**src/rtl/sctl_pkg.sv**
```systemverilog
package sctl_pkg;
  typedef enum logic [1:0] {
    ST_IDLE = 2'd0,
    ST_ADDR = 2'd1,
    ST_DATA = 2'd2,
    ST_SKIP = 2'd3
  } rx_state_e;

  localparam int unsigned LINES_N = 3;
  localparam int unsigned LN_CLK  = 0;
  localparam int unsigned LN_DAT  = 1;
  localparam int unsigned LN_FRM  = 2;
endpackage

```
**src/rtl/sctl_sync.sv**
```systemverilog
module sctl_sync #(
  parameter int unsigned WIDTH  = 3,
  parameter int unsigned STAGES = 2
) (
  input  logic             clk,
  input  logic             rst_n,
  input  logic [WIDTH-1:0] d_i,
  output logic [WIDTH-1:0] q_o
);
  for (genvar ln = 0; ln < WIDTH; ln++) begin : g_line
    logic [STAGES-1:0] chain_q;
    logic [STAGES-1:0] chain_d;

    always_comb begin
      chain_d = {chain_q[STAGES-2:0], d_i[ln]};
    end

    always_ff @(posedge clk or negedge rst_n) begin
      if (!rst_n) begin
        chain_q <= '1;
      end else begin
        chain_q <= chain_d;
      end
    end

    assign q_o[ln] = chain_q[STAGES-1];
  end
endmodule

```
**src/rtl/sctl_frame.sv**
```systemverilog
module sctl_frame (
  input  logic clk,
  input  logic rst_n,
  input  logic clk_s_i,
  input  logic dat_s_i,
  input  logic frm_s_i,
  output logic clk_rise_o,
  output logic clk_fall_o,
  output logic start_o,
  output logic stop_o,
  output logic dat_o
);
  logic clk_p_q;
  logic frm_p_q;
  logic clk_hi;

  always_ff @(posedge clk or negedge rst_n) begin
    if (!rst_n) begin
      clk_p_q <= 1'b1;
      frm_p_q <= 1'b1;
    end else begin
      clk_p_q <= clk_s_i;
      frm_p_q <= frm_s_i;
    end
  end

  always_comb begin
    clk_hi     = clk_s_i & clk_p_q;
    clk_rise_o = clk_s_i & ~clk_p_q;
    clk_fall_o = ~clk_s_i & clk_p_q;
    start_o    = clk_hi & frm_p_q & ~frm_s_i;
    stop_o     = clk_hi & ~frm_p_q & frm_s_i;
    dat_o      = dat_s_i;
  end
endmodule

```
**src/rtl/sctl_byte_rx.sv**
```systemverilog
module sctl_byte_rx
  import sctl_pkg::*;
#(
  parameter int unsigned BYTE_W    = 8,
  parameter logic [7:0]  ADDR_BASE = 8'h88,
  parameter int unsigned STRAP_POS = 1
) (
  input  logic              clk,
  input  logic              rst_n,
  input  logic              clk_rise_i,
  input  logic              clk_fall_i,
  input  logic              start_i,
  input  logic              stop_i,
  input  logic              dat_i,
  input  logic              strap_i,
  output logic              pull_o,
  output logic [BYTE_W-1:0] byte_o,
  output logic              valid_o
);
  localparam int unsigned CNT_W   = $clog2(BYTE_W + 2);
  localparam logic [CNT_W-1:0] LAST_BIT = CNT_W'(BYTE_W - 1);
  localparam logic [CNT_W-1:0] ACK_ARM  = CNT_W'(BYTE_W);
  localparam logic [CNT_W-1:0] ACK_SLOT = CNT_W'(BYTE_W + 1);

  rx_state_e         st_q, st_d;
  logic [CNT_W-1:0]  cnt_q, cnt_d;
  logic [BYTE_W-1:0] shf_q, shf_d;
  logic              pull_q, pull_d;
  logic              vld_q, vld_d;
  logic [BYTE_W-1:0] byte_q;
  logic              byte_en;
  logic [BYTE_W-1:0] word_w;
  logic [BYTE_W-1:0] addr_exp;
  logic              active;

  always_comb begin
    addr_exp            = BYTE_W'(ADDR_BASE);
    addr_exp[STRAP_POS] = strap_i;
    word_w              = {shf_q[BYTE_W-2:0], dat_i};
    active              = (st_q == ST_ADDR) || (st_q == ST_DATA);
  end

  always_comb begin
    st_d    = st_q;
    cnt_d   = cnt_q;
    shf_d   = shf_q;
    pull_d  = pull_q;
    vld_d   = 1'b0;
    byte_en = 1'b0;
    if (stop_i) begin
      st_d   = ST_IDLE;
      cnt_d  = '0;
      pull_d = 1'b0;
    end else if (start_i) begin
      st_d   = ST_ADDR;
      cnt_d  = '0;
      pull_d = 1'b0;
    end else if (active) begin
      if (clk_rise_i && (cnt_q < ACK_ARM)) begin
        shf_d = word_w;
        cnt_d = cnt_q + 1'b1;
        if (cnt_q == LAST_BIT) begin
          if (st_q == ST_ADDR) begin
            if (word_w != addr_exp) begin
              st_d = ST_SKIP;
            end
          end else begin
            vld_d   = 1'b1;
            byte_en = 1'b1;
          end
        end
      end else if (clk_fall_i && (cnt_q == ACK_ARM)) begin
        pull_d = 1'b1;
        cnt_d  = ACK_SLOT;
      end else if (clk_fall_i && (cnt_q == ACK_SLOT)) begin
        pull_d = 1'b0;
        cnt_d  = '0;
        st_d   = ST_DATA;
      end
    end
  end

  always_ff @(posedge clk or negedge rst_n) begin
    if (!rst_n) begin
      st_q   <= ST_IDLE;
      cnt_q  <= '0;
      shf_q  <= '0;
      pull_q <= 1'b0;
      vld_q  <= 1'b0;
    end else begin
      st_q   <= st_d;
      cnt_q  <= cnt_d;
      shf_q  <= shf_d;
      pull_q <= pull_d;
      vld_q  <= vld_d;
    end
  end

  always_ff @(posedge clk or negedge rst_n) begin
    if (!rst_n) begin
      byte_q <= '0;
    end else if (byte_en) begin
      byte_q <= word_w;
    end
  end

  assign pull_o  = pull_q;
  assign byte_o  = byte_q;
  assign valid_o = vld_q;
endmodule

```
**src/rtl/sctl_rx.sv**
```systemverilog
module sctl_rx
  import sctl_pkg::*;
#(
  parameter int unsigned SYNC_STAGES = 2,
  parameter int unsigned BYTE_W      = 8,
  parameter logic [7:0]  ADDR_BASE   = 8'h88,
  parameter int unsigned STRAP_POS   = 1
) (
  input  logic              clk,
  input  logic              rst_n,
  input  logic              bus_clk_i,
  input  logic              bus_dat_i,
  input  logic              bus_frm_i,
  input  logic              addr_sel_i,
  output logic              dat_pull_o,
  output logic [BYTE_W-1:0] rx_byte_o,
  output logic              rx_valid_o
);
  logic [1:0]         rst_sync_q;
  logic               rst_core_n;
  logic [LINES_N-1:0] raw_w;
  logic [LINES_N-1:0] syn_w;
  logic               bclk_rise;
  logic               bclk_fall;
  logic               frm_start;
  logic               frm_stop;
  logic               dat_w;

  always_ff @(posedge clk or negedge rst_n) begin
    if (!rst_n) begin
      rst_sync_q <= '0;
    end else begin
      rst_sync_q <= {rst_sync_q[0], 1'b1};
    end
  end
  assign rst_core_n = rst_sync_q[1];

  always_comb begin
    raw_w         = '1;
    raw_w[LN_CLK] = bus_clk_i;
    raw_w[LN_DAT] = bus_dat_i;
    raw_w[LN_FRM] = bus_frm_i;
  end

  sctl_sync #(
    .WIDTH  (LINES_N),
    .STAGES (SYNC_STAGES)
  ) u_sync (
    .clk   (clk),
    .rst_n (rst_core_n),
    .d_i   (raw_w),
    .q_o   (syn_w)
  );

  sctl_frame u_frame (
    .clk        (clk),
    .rst_n      (rst_core_n),
    .clk_s_i    (syn_w[LN_CLK]),
    .dat_s_i    (syn_w[LN_DAT]),
    .frm_s_i    (syn_w[LN_FRM]),
    .clk_rise_o (bclk_rise),
    .clk_fall_o (bclk_fall),
    .start_o    (frm_start),
    .stop_o     (frm_stop),
    .dat_o      (dat_w)
  );

  sctl_byte_rx #(
    .BYTE_W    (BYTE_W),
    .ADDR_BASE (ADDR_BASE),
    .STRAP_POS (STRAP_POS)
  ) u_byte (
    .clk        (clk),
    .rst_n      (rst_core_n),
    .clk_rise_i (bclk_rise),
    .clk_fall_i (bclk_fall),
    .start_i    (frm_start),
    .stop_i     (frm_stop),
    .dat_i      (dat_w),
    .strap_i    (addr_sel_i),
    .pull_o     (dat_pull_o),
    .byte_o     (rx_byte_o),
    .valid_o    (rx_valid_o)
  );
endmodule

```
**config.mk**
```make
export PLATFORM = sky130hd
export DESIGN_NAME = sctl_rx
export DESIGN_NICKNAME = d
export VERILOG_FILES = /design/src/rtl/sctl_pkg.sv /design/src/rtl/sctl_sync.sv /design/src/rtl/sctl_frame.sv /design/src/rtl/sctl_byte_rx.sv /design/src/rtl/sctl_rx.sv
export SDC_FILE = /design/constraint.sdc
export NUM_CORES = 1
export LEC_CHECK = 0
export BUFFER_PORTS_ARGS = -buffer_cell sky130_fd_sc_hd__buf_2
export CAP_MARGIN = 30
export CORE_UTILIZATION = 56
export CTS_BUF_LIST = sky130_fd_sc_hd__clkbuf_16
export DETAILED_ROUTE_END_ITERATION = 8
export PLACE_DENSITY = 0.82
export RECOVER_POWER = 50
export SYNTH_ARGS = -nofsm -noshare
export SYNTH_HDL_FRONTEND = slang
export SYNTH_SLANG_ARGS = --single-unit
```
**constraint.sdc**
```tcl
create_clock -name clk -period 1.4 [get_ports clk]
set_clock_uncertainty 0.15 [all_clocks]
set_input_delay 0.14 -clock clk [delete_from_list [all_inputs] [get_ports clk]]
set_output_delay 0.14 -clock clk [all_outputs]
set_load 0.1 [all_outputs]
```
Yosys cells after proc, flatten, opt, wreduce, memory -nomap -nowiden. Index checks and enable logic that the tools add are counted.

Flip-flop bits (word level): 33. Latch bits: 0. Memory bits (writable): 0. ROM bits: 0. Bits of input ports: 6. Output and inout port bits: 10. Logic and storage cells: 77. Memories: 0.

$add $sub $neg: 1. $mul: 0. Divide/modulo/power cells: 0. Magnitude comparators: 1. Eq/ne operators: 11. Shift operators: 0. Multiplexer cells: 27. Bitwise gates (word level): 13. Reduce and logical (&&, ||, !) cells: 12.

Operators with widths (count): $mux W4 (6); $mux W2 (9); $mux W1 (12); $eq A4 B4 Y1 const B (2); $ne A4 B3 Y1 const B (2); $ne A4 B4 Y1 const B (2); $ne A8 B8 Y1 (1); $reduce_bool A4 Y1 (2); $and A1 B1 Y1 (7); $not A1 Y1 (6); $reduce_and A6 Y1 (1); $reduce_bool A5 Y1 (1); $add A4 B1 Y4 const B (1); $eq A4 B3 Y1 const B (1); $lt A4 B4 Y1 const B (1); $reduce_and A4 Y1 (1); $logic_and A1 B1 Y1 (3); $ne A3 B3 Y1 const B (1); $reduce_and A3 Y1 (1); $reduce_bool A3 Y1 (1); $eq A2 B1 Y1 const B (1); $eq A2 B2 Y1 const B (1); $reduce_and A2 Y1 (1); $logic_or A1 B1 Y1 (1).

Logic depth before layout (Yosys ltp).
Depth in word-level cells: 9. Gate-level depth with buffers: 6. Depth with buffers taken out: 6.

By module. Synthesis repeated with hierarchy kept, for this count alone.

Cells, all modules: 106. Area, all modules: 1443.9 um^2.

Modules (own cells, without submodules): sctl_byte_rx (times used 1, cells an instance 87, area each 1117.3 um^2, sequential area each 575.6 um^2); sctl_sync (times used 1, cells an instance 9, area each 180.2 um^2, sequential area each 157.7 um^2); sctl_frame (times used 1, cells an instance 7, area each 92.6 um^2, sequential area each 52.6 um^2); sctl_rx (times used 1, cells an instance 3, area each 53.8 um^2, sequential area each 50.0 um^2).

Worst setup path after synthesis. No wires, ideal clock.

Path type: register -> register. Start point: register u_sync.g_line[0].chain_q[1]. End point: register u_byte.byte_q[7], in the netlist u_byte.byte_o[7]. Library setup time: 125 ps. Arrival time: 1686 ps. Data required time: 1125 ps. Setup slack: -561 ps. Stages on the path, launching flop included: 6. Cells stage by stage: dfstp_2 -> or3b_1 -> buf_6 -> nor2_8 -> nand4_4 -> mux2_4.

Longest elaborated chain between the ends: 6. Elaborated cells between the ends (all ways): 11.

Ends and longest elaborated chain: start: declaration (RTL line sctl_sync.sv:11) `logic [STAGES-1:0] chain_q;`; start signal: assignment (RTL line sctl_sync.sv:22) `chain_q <= chain_d;`; $and A1 B1 Y1 (RTL line sctl_frame.sv:29) `clk_rise_o = clk_s_i & ~clk_p_q;`; $logic_and A1 B1 Y1 (RTL line sctl_byte_rx.sv:59) `if (clk_rise_i && (cnt_q < ACK_ARM)) begin`; $mux W1 (RTL line sctl_byte_rx.sv:59); $mux W1 (RTL line sctl_byte_rx.sv:58) `end else if (active) begin`; $mux W1 (RTL line sctl_byte_rx.sv:54) `end else if (start_i) begin`; $mux W1 (*) (RTL line sctl_byte_rx.sv:50) `if (stop_i) begin`; end signal: assignment (RTL line sctl_byte_rx.sv:103) `byte_q <= word_w;`; end: declaration (RTL line sctl_byte_rx.sv:30) `logic [BYTE_W-1:0] byte_q;`.

Mark *: on every way between the ends. The rest lies on a longest branch, timed or not. A chain may end at the register's enable or synchronous reset.

Final worst setup path.
Start point: register u_sync.g_line[0].chain_q[1]. End point: register u_byte.byte_q[6], in the netlist u_byte.byte_o[6].

Same word-level chain as after synthesis.

==> flow_summary.ini <==
[global_route]
overflow = 0
grt_max_degree = 27
grt_use_total_pct = 35.0
grt_pass1_wl_um = 6280
via_count_of_the_first_global_routing_pass = 1284
grt_antenna_before_repair = 0

[worst_setup_path]
setup.reg_to_reg.worst_slack_ns = -0.56
critical_path.endpoint_type = register
timing.reg2reg.worst_path_depth = 4
worst_flop_to_flop_path_startpoint = u_sync.g_line[0].chain_q[1]$_DFF_PN1_
rr_endpoint = u_byte.byte_o[6]$_DFFE_PN0P_
startpoint_type = register
worst-endpoint-arrival_ns = 1.95
critPathRequiredTime_ns = 1.39
worstSetupPathType = reg -> reg
crit_path_max_fanout = 4

[yosys]
ys_ff_latch = 33
number_of_warning_messages_in_the_yosys_log = 0
syn_avg_cell_area_sq_um = 13.9
syn-num-nets = 110
synth-compound-area-share_pct = 6.92
syn-cell-area_sq_um = 1390
post_synth_adder_cell_area_pct = 3.60
synthMuxAreaShare_pct = 13.1
postSynthCellCount = 100
synth_top_family_by_area = multiplexers
largest_area_contributor_in_the_netlist = sky130_fd_sc_hd__dfrtp_1
synth_top_cell_area_share_pct = 45.0
synth_cell_type_count = 33
seq_area_frac_synth_pct = 60.1
synth_top_cells_by_area = sky130_fd_sc_hd__dfrtp_1, sky130_fd_sc_hd__dfstp_2, sky130_fd_sc_hd__mux2_2
post_synth_xor_area_fraction_pct = 1.26
yosys.area_share.simple_pct = 12.3

[die]
initial_utilization_pct = 61.1
vert_die_dim_um = 51.8
coreArea_sq_um = 2280
rows = 17
io_pins = 16
chipWidth_um = 51.8
dieArea_sq_um = 2690

[detailed_routing]
via_count = 1162
antenna_left = 0
drt-wirelength-per-cell_um = 23.3
detail_route.iter0.violations = 48
via_per_inst = 6.25
finalWirelength_um = 4330
drtPass1Iterations = 4
drt_drc_violations_left = 0

[clock_tree]
maximum_number_of_buffers_from_clock_root_to_sink = 2
cts-htree-levels = 2
clock_latency_ns = 0.27
cts_num_sinks = 33
worst_setup_hold_path_clk_slew_ns = 0.05
buffer_cell_driving_the_clock_tree_root = sky130_fd_sc_hd__clkbuf_16
clock_tree_from_tritoncts = yes
cts_made_buffers = 5

[timing]
timing_worst_slew_pin_value_ns = 0.657
fmaxAchievable_mhz = 510
finalCritPeriodShare_pct = 140
postLayoutSetupSlackWorst_ns = -0.559
setup_viol_count_final = 23
fin_tns_setup_ns = -11.26
fin_worst_hold_slack_ns = 0.0338
final.min_clock_period_ns = 1.96
maxSlewHeadroom_pct = 56.2
hold_viol = 0
final-max-slew-violation-count = 0
rsz0062_at_grt = yes

[finish]
post_route_cells_drive_above_1_share_pct = 60.8
layout_common_cells = sky130_fd_sc_hd__buf_4, sky130_fd_sc_hd__dfrtp_1, sky130_fd_sc_hd__buf_2
fill_count = 79
postLayoutCoreUtil_pct = 91.5
antenna_cells_inserted = 0
design.final.nets = 167
mostFrequentLayoutCell = sky130_fd_sc_hd__buf_4
flow.area_growth_from_synthesis_pct = 49.7

[placement]
place.detailed.hpwl_um = 2160
pre_cts_slack_ns = -0.555
place_congestion = 0.824
placement.io_buffers = 15

[min_path]
worstHoldPathType = in -> async

[power_and_ir_drop]
power_density_over_the_cells_nw_per_um2 = 1960
sw_frac_of_total_pct = 33.8
comb_power_share_pct = 38.5
static-leakage-power_nw = 1.04
power.net_switching_mw = 1.38
power.ir.vdd_worst_mv = 1.89
clock_power_share_pct = 29.5
cell_internal_pwr_mw = 2.71
p_seq_share_pct = 32.0

[run]
max-cap-violations = 0

[outcome]
violations_in_the_final_reports = negative setup slack
outcome = finished with violations
[cell type report]
type | instances | area, sq um | share of cell area (%)
multi-input cells | 61 | 659 | 31.7
repair buffers | 50 | 364 | 17.5
well taps | 28 | 35.0 | 1.68
inverters | 6 | 22.5 | 1.08
clock inverters | 3 | 41.3 | 1.98
clock buffers | 5 | 125 | 6.01
flip-flops and latches | 33 | 836 | 40.1
[cell families (layout without fill, tap and decap cells)]
family	count (synthesis)	in the layout
other	1	1
buffers and inverters	7	64
xor gates and xnor gates	2	2
DFF	33	33
and+or+nand+nor	23	24
adders and majority gates	4	4
muxes	16	16
AOI/OAI and AO/OA	14	14
[how the worst max path moves through the flow]
stage / from / end / slack (ns) / cells past startpoint
floorplan: u_sync.g_line[0].chain_q[1]$_DFF_PN1_ / u_byte.byte_o[7]$_DFFE_PN0P_ / -0.54 / 5
global placement: u_sync.g_line[0].chain_q[1]$_DFF_PN1_ / u_byte.byte_o[7]$_DFFE_PN0P_ / -0.48 / 4
detailed placement: u_sync.g_line[0].chain_q[1]$_DFF_PN1_ / u_byte.st_q[0]$_DFFE_PN0P_ / -0.56 / 5
CTS: u_sync.g_line[0].chain_q[1]$_DFF_PN1_ / u_byte.byte_o[7]$_DFFE_PN0P_ / -0.47 / 4
global route: u_sync.g_line[0].chain_q[1]$_DFF_PN1_ / u_byte.byte_o[6]$_DFFE_PN0P_ / -0.58 / 4
finish: u_sync.g_line[0].chain_q[1]$_DFF_PN1_ / u_byte.byte_o[6]$_DFFE_PN0P_ / -0.56 / 4
[routing by layer]
metal | up-vias | share of wire (%) | routed length [um] | track usage [%]
li1 | 480 | - | - | -
met1 | 588 | 36 | 1560 | 34.1
met2 | 71 | 52 | 2240 | 60.9
met3 | 23 | 6.7 | 292 | 12.3
met4 | 0 | 5.5 | 236 | 24.3
met5 | - | 0 | 0 | 0
[power by group through the flow]
stage | Combinational [mW] | Clock [mW] | Sequential, mW
after floorplan | 0.531 | 0 | 1.42
after global placement | 1.10 | 0 | 1.28
after detailed placement | 1.17 | 0 | 1.29
after CTS | 1.43 | 1.23 | 1.29
after global routing | 1.65 | 1.27 | 1.31
final | 1.57 | 1.21 | 1.31
[critical path, cell delays in order, from the launching register on]
cell	delay, ns
sky130_fd_sc_hd__dfstp_2	0.54
sky130_fd_sc_hd__or3b_4	0.45
sky130_fd_sc_hd__nor2_8	0.17
sky130_fd_sc_hd__nand4_4	0.16
sky130_fd_sc_hd__mux2_2	0.36
[timing repair]
item / CTS / global route
setup buffers: 2 / 0
gates resized for setup: 24 / 8
endpoints found under the hold margin: 7 / 0
cloned: 1 / 0
hold buffers: 5 / 0
endpoints found under the setup margin: 23 / 24
pin swaps: 3 / 3
[registers in the layout, indices dropped and copies added, names as in the netlist]
name,cells
u_byte.byte_o,8
u_byte.cnt_q,4
u_sync.g_line.chain_q,6
u_byte.pull_o,1
rst_sync_q,2
u_frame.clk_p_q,1
u_frame.frm_p_q,1
u_byte.valid_o,1
u_byte.st_q,2
u_byte.shf_q,7
[per-stage QoR]
step | instances | total power, mW | instance area [sq um]
6_report | 186 | 4.09 | 2080
5_1_grt | 186 | 4.23 | 2080
4_1_cts | 186 | 3.95 | 2070
3_5_place_dp | 170 | 2.46 | 1720
3_3_place_gp | 170 | 2.38 | 1720
2_1_floorplan | 100 | 1.95 | 1400
[cell usage after synthesis]
cell type	number
sky130_fd_sc_hd__a2111oi_0	1
sky130_fd_sc_hd__nor2_8	1
sky130_fd_sc_hd__and4bb_2	1
sky130_fd_sc_hd__o22ai_1	1
sky130_fd_sc_hd__a311oi_1	1
sky130_fd_sc_hd__inv_1	6
sky130_fd_sc_hd__dfstp_2	8
sky130_fd_sc_hd__a21o_1	1
sky130_fd_sc_hd__nand4_1	1
sky130_fd_sc_hd__buf_6	1
sky130_fd_sc_hd__or3b_1	1
sky130_fd_sc_hd__xor2_1	1
sky130_fd_sc_hd__a31oi_1	1
sky130_fd_sc_hd__o21ai_0	3
sky130_fd_sc_hd__a21oi_1	2
sky130_fd_sc_hd__nand3_1	6
sky130_fd_sc_hd__o31ai_1	2
sky130_fd_sc_hd__ha_1	4
sky130_fd_sc_hd__nor3b_1	2
sky130_fd_sc_hd__a22oi_1	1
sky130_fd_sc_hd__conb_1	1
sky130_fd_sc_hd__dfrtp_1	25
sky130_fd_sc_hd__mux2_2	14
sky130_fd_sc_hd__nor2_1	3
sky130_fd_sc_hd__xnor2_1	1
sky130_fd_sc_hd__nand4_4	1
sky130_fd_sc_hd__nand3b_1	3
sky130_fd_sc_hd__mux2i_1	1
sky130_fd_sc_hd__nand2_1	2
sky130_fd_sc_hd__a41o_2	1
sky130_fd_sc_hd__and3_2	1
sky130_fd_sc_hd__nor4b_1	1
sky130_fd_sc_hd__mux2_4	1
No activity file was read; power rests on OpenSTA's default activity.
